$ cat config.mk
export PLATFORM = sky130hd
export DESIGN_NAME = cpu8_core
export DESIGN_NICKNAME = d
export VERILOG_FILES = /design/src/rtl/cpu8_pkg.sv /design/src/rtl/cpu8_decode.sv /design/src/rtl/cpu8_alu.sv /design/src/rtl/cpu8_core.sv
export SDC_FILE = /design/constraint.sdc
export NUM_CORES = 1
export LEC_CHECK = 0
export ABC_AREA = 1
export ABC_CLOCK_PERIOD_IN_PS = 3000
export CELL_PAD_IN_SITES_DETAIL_PLACEMENT = 1
export CELL_PAD_IN_SITES_GLOBAL_PLACEMENT = 2
export CORE_MARGIN = 2
export CORE_UTILIZATION = 32
export CTS_BUF_LIST = sky130_fd_sc_hd__clkbuf_4 sky130_fd_sc_hd__clkbuf_8
export CTS_CLUSTER_DIAMETER = 120
export CTS_CLUSTER_SIZE = 24
export DETAILED_ROUTE_END_ITERATION = 8
export DONT_BUFFER_PORTS = 1
export GPL_TIMING_DRIVEN = 1
export MAX_ROUTING_LAYER = met4
export PLACE_DENSITY = 0.79
export SLEW_MARGIN = 40
export SYNTH_ARGS = -nofsm -noshare
export SYNTH_HDL_FRONTEND = slang
export SYNTH_HIERARCHICAL = 1
export SYNTH_SLANG_ARGS = --single-unit
$ cat constraint.sdc
create_clock -name clk -period 3 [get_ports clk]
set_input_delay 0.75 -clock clk [delete_from_list [all_inputs] [get_ports clk]]
set_output_delay 0.75 -clock clk [all_outputs]
set_load 0.1 [all_outputs]
$ cat src/rtl/cpu8_pkg.sv
package cpu8_pkg;

    localparam int unsigned DATA_W   = 8;
    localparam int unsigned OP_W     = 4;
    localparam int unsigned SEL_W    = 2;
    localparam int unsigned NUM_REGS = 1 << SEL_W;
    localparam int unsigned RAM_AW   = 5;
    localparam int unsigned PHASES   = 4;
    localparam int unsigned PHASE_W  = $clog2(PHASES);

    localparam logic [PHASE_W-1:0] PH_LOAD_IR = PHASE_W'(PHASES - 2);
    localparam logic [PHASE_W-1:0] PH_COMMIT  = PHASE_W'(PHASES - 1);

    localparam logic [OP_W-1:0] OP_JMP  = 4'b0110;
    localparam logic [OP_W-1:0] OP_JB   = 4'b0111;
    localparam logic [OP_W-1:0] OP_IN   = 4'b1000;
    localparam logic [OP_W-1:0] OP_MOVI = 4'b1001;
    localparam logic [OP_W-1:0] OP_ST   = 4'b1010;
    localparam logic [OP_W-1:0] OP_LD   = 4'b1011;
    localparam logic [OP_W-1:0] OP_OUT  = 4'b1100;
    localparam logic [OP_W-1:0] OP_CMP  = 4'b1101;
    localparam logic [OP_W-1:0] OP_DEC  = 4'b1110;
    localparam logic [OP_W-1:0] OP_INC  = 4'b1111;

    typedef enum logic {
        STEP_FETCH = 1'b0,
        STEP_EXEC  = 1'b1
    } step_e;

    typedef struct packed {
        step_e                              step;
        logic [PHASE_W-1:0]                 phase;
        logic [DATA_W-1:0]                  pc;
        logic [DATA_W-1:0]                  ir;
        logic [RAM_AW-1:0]                  ar;
        logic [NUM_REGS-1:0][DATA_W-1:0]    regs;
        logic                               borrow;
        logic                               zero;
        logic [DATA_W-1:0]                  led;
        logic                               led_we;
    } core_state_t;

endpackage

$ cat src/rtl/cpu8_decode.sv
module cpu8_decode
    import cpu8_pkg::*;
(
    input  logic [DATA_W-1:0] ir,
    output logic [OP_W-1:0]   op,
    output logic [SEL_W-1:0]  rs,
    output logic [SEL_W-1:0]  rd
);
    assign op = ir[DATA_W-1 -: OP_W];
    assign rs = ir[2*SEL_W-1 -: SEL_W];
    assign rd = ir[SEL_W-1:0];
endmodule

$ cat src/rtl/cpu8_alu.sv
module cpu8_alu
    import cpu8_pkg::*;
(
    input  logic [OP_W-1:0]   op,
    input  logic [DATA_W-1:0] src_val,
    input  logic [DATA_W-1:0] dst_val,
    output logic [DATA_W-1:0] result,
    output logic              borrow,
    output logic              zero
);
    logic [DATA_W:0] diff;

    always_comb begin
        diff   = {1'b0, src_val} - {1'b0, dst_val};
        borrow = diff[DATA_W];
        zero   = (diff[DATA_W-1:0] == '0);
        case (op)
            OP_INC:  result = dst_val + 1'b1;
            OP_DEC:  result = dst_val - 1'b1;
            default: result = diff[DATA_W-1:0];
        endcase
    end
endmodule

$ cat src/rtl/cpu8_core.sv
module cpu8_core
    import cpu8_pkg::*;
(
    input  logic                 clk,
    input  logic                 rst_n,
    output logic [DATA_W-1:0]    imem_addr,
    input  logic [DATA_W-1:0]    imem_data,
    output logic [RAM_AW-1:0]    dmem_addr,
    output logic [DATA_W-1:0]    dmem_wdata,
    output logic                 dmem_we,
    input  logic [DATA_W-1:0]    dmem_rdata,
    input  logic [DATA_W-1:0]    sw_in,
    output logic [DATA_W-1:0]    led_out,
    output logic                 led_we
);
    core_state_t s_q, s_d;

    logic [OP_W-1:0]   op;
    logic [SEL_W-1:0]  rs, rd;
    logic [DATA_W-1:0] alu_res;
    logic              alu_borrow, alu_zero;
    logic              exec_commit;
    logic              cmp_commit;
    logic [PHASE_W-1:0] phase_q;
    logic [1:0]         flags_q;

    cpu8_decode dec_i (
        .ir (s_q.ir),
        .op (op),
        .rs (rs),
        .rd (rd)
    );

    cpu8_alu alu_i (
        .op      (op),
        .src_val (s_q.regs[rs]),
        .dst_val (s_q.regs[rd]),
        .result  (alu_res),
        .borrow  (alu_borrow),
        .zero    (alu_zero)
    );

    assign exec_commit = (s_q.step == STEP_EXEC) && (s_q.phase == PH_COMMIT);
    assign cmp_commit  = exec_commit && (op == OP_CMP);

    always_comb begin
        s_d        = s_q;
        s_d.phase  = s_q.phase + 1'b1;
        s_d.led_we = 1'b0;

        if (s_q.phase == PH_LOAD_IR) begin
            if (s_q.step == STEP_FETCH) begin
                s_d.ir = imem_data;
            end else if (op == OP_LD) begin
                s_d.ar = s_q.regs[rs][RAM_AW-1:0];
            end else begin
                s_d.ar = s_q.regs[rd][RAM_AW-1:0];
            end
        end

        if (s_q.phase == PH_COMMIT) begin
            if (s_q.step == STEP_FETCH) begin
                s_d.pc   = s_q.pc + 1'b1;
                s_d.step = STEP_EXEC;
            end else begin
                s_d.step = STEP_FETCH;
                case (op)
                    OP_IN:   s_d.regs[rd] = sw_in;
                    OP_MOVI: begin
                        s_d.regs[rd] = imem_data;
                        s_d.pc       = s_q.pc + 1'b1;
                    end
                    OP_LD:   s_d.regs[rd] = dmem_rdata;
                    OP_OUT:  begin
                        s_d.led    = s_q.regs[rs];
                        s_d.led_we = 1'b1;
                    end
                    OP_CMP:  begin
                        s_d.borrow = alu_borrow;
                        s_d.zero   = alu_zero;
                    end
                    OP_INC, OP_DEC: s_d.regs[rd] = alu_res;
                    OP_JMP:  s_d.pc = imem_data;
                    OP_JB:   s_d.pc = s_q.borrow ? imem_data : s_q.pc + 1'b1;
                    default: ;
                endcase
            end
        end
    end

    always_ff @(posedge clk) begin
        if (!rst_n) begin
            s_q <= '0;
        end else begin
            s_q <= s_d;
        end
    end

    assign imem_addr  = s_q.pc;
    assign dmem_addr  = s_q.ar;
    assign dmem_wdata = s_q.regs[rs];
    assign dmem_we    = exec_commit && (op == OP_ST);
    assign led_out    = s_q.led;
    assign led_we     = s_q.led_we;
    assign phase_q    = s_q.phase;
    assign flags_q    = {s_q.borrow, s_q.zero};
endmodule

==> flow_summary.ini <==
[placement]
hpwl_mm = 18.0
portBuffers = 0
dpl-instance-area_sq_um = 6670
gp_congestion = 0.854
place_ws_ns = 0.0253
placedCellCount = 1276

[routing]
drtAntennaViolNets = 0
drt_iter0_markers = 384
wl_per_cell_um = 18.7
drc = 0
drt_wl_total_mm = 24.3
routed_via_density = 5.23
first_pass_iters = 5
via_count = 6777

[synth]
yosys_warnings = 6
avgSynthCellArea_sq_um = 6.06
syn_inst = 1033
syn_nets = 1072
syn-cell-area_sq_um = 6260

[cts]
cts_buffer_depth = 2
cts_tree = done
cts_buffers = 9
cts_root_buf = clkbuf_8
htreeDepth = 3
path_clk_slew_ns = 0.08
cts.sinks = 66
clk_latency_ns = 0.38

[global_routing]
grt.busiest_layer = met2
overflow = 0
grt_pass1_wl_mm = 38.6
antenna_found_initial = 0
use_met1 = 0.327
grt_pass1_vias = 6902
grtUsageMet3 = 0.0503
track_usage = 0.251
grt_max_degree = 60
met2_usage = 0.388

[critical_path]
crit_path_start = s_q[49]
critical_path.top_delay_family = simple AND/OR/NAND/NOR gates
r2r_start = s_q[49]
cp.depth = 21
crit_slowest_cell = dfxtp_4
worstSetupPathType = register to register
crit_path_end_kind = register
critPathMaxFanout = 7
r2r_cells = 21
timing.critical_path.buf_inv = 3
arrival_ns = 3.10
required_ns = 3.28
slowest_delay_ns = 0.41
regToRegSetupSlack_ns = 0.18
crit_path_cell_trace = inv_4 -> nand2_4 -> inv_4 -> nand2_2 -> nand4_1 -> ha_4 -> fa_2 -> nand3b_1 -> nand2_2 -> nand2_1 -> nand2_1 -> nand2_1 -> nand2_1 -> nand2_2 -> nand3_2 -> nand2_4 -> buf_4 -> o211ai_1 -> nand3_1 -> nor2_1 -> nor2_1
crit_top_cell = nand2_1
start_kind = register

[timing]
min_period_ns = 2.82
setup_ws_ns = 0.181
grt_setup_unrepaired = yes
hold-worst-slack_ns = 0.470
fmax_ghz = 0.355
finClkSkew_ns = 0.0120
tightest_slew_ns = 0.704
hold_violations = 0
finalSetupViolCount = 0
drv_slew = 0
fin_crit_sh = 0.940
maxSlewHeadroom = 0.526

[floorplan]
die_w_um = 144
die_area_sq_um = 20700
num_io_pins = 57
die_h_um = 144
start_util = 0.324
core_sq_um = 19300
placementRows = 51

[finish]
diodes = 0
synthToLayoutAreaGrowth_pct = 11.4
final_cell_mix = nand2_1, nor2_1, nand3_1
fin_cells = 1297
layout.nets = 1066
final_common_cell = nand2_1
final_cell_area_sq_um = 6970
drive_above_1_share = 0.181

[power]
vdd_ir_drop_max_v = 0.000213
power_leakage_nw = 3.30
power.total_mw = 2.47
p_per_area_nw_per_um2 = 355

[outcome]
status = complete, no violations

[worst_hold_path]
hold_path_class = register to register
hp-start = phase_q[0]

[job]
maxCapViolCount = 0
-- where the power goes --
part           internal, mW  switching (mW)  total [mW]
logic                 0.204           0.521       0.725
registers             0.895          0.0389       0.934
clock network         0.388           0.425       0.813
-- worst reg2reg max path: cells and delay by family (launching register included) --
kind	cells	cell delay (ns)
and+or+nand+nor	15	1.29
adders and majority gates	2	0.60
DFF	1	0.41
buffers and inverters	3	0.24
AOI/OAI and AO/OA	1	0.16
-- worst min path at each step --
| stage | slack (ns) | to | depth (start not counted) |
|---|---|---|---|
| 3_3_place_gp | 0.43 | phase_q[0] | 1 |
| 2_1_floorplan | 0.42 | phase_q[0] | 1 |
| 5_1_grt | 0.48 | s_q[66] | 2 |
| 6_report | 0.47 | phase_q[0] | 1 |
| 4_1_cts | 0.47 | phase_q[0] | 1 |
| 3_5_place_dp | 0.46 | phase_q[0] | 1 |
-- timing repair --
| action | 4_1_cts | 5_1_grt |
|---|---|---|
| endpoints found under the setup margin | 0 | 24 |
| setup buffers | 0 | 6 |
| endpoints found under the hold margin | 0 | 0 |
| hold buffers | 0 | 0 |
| resized for setup | 0 | 35 |
-- per-stage QoR --
step	util	setup TNS, ns
after detailed placement	0.345	0
final	0.361	0
after global routing	0.361	-0.0622
after floorplan	-	-0.0622
after CTS	0.355	0
after global placement	0.344	0
-- per-layer routing --
layer,up-vias,wire [um]
li1,3392,-
met1,3217,11600
met2,133,10800
met3,35,1210
met4,0,697
met5,-,0
-- area by class of cell --
class	count	area, sq um
Inverter	113	463
Multi-Input combinational cell	772	4140
Fill cell	2606	12400
Clock inverter	6	57.6
Clock buffer	10	131
Tap cell	265	332
Timing Repair Buffer	65	495
Sequential cell	66	1360
No activity file was read; power rests on OpenSTA's default activity.
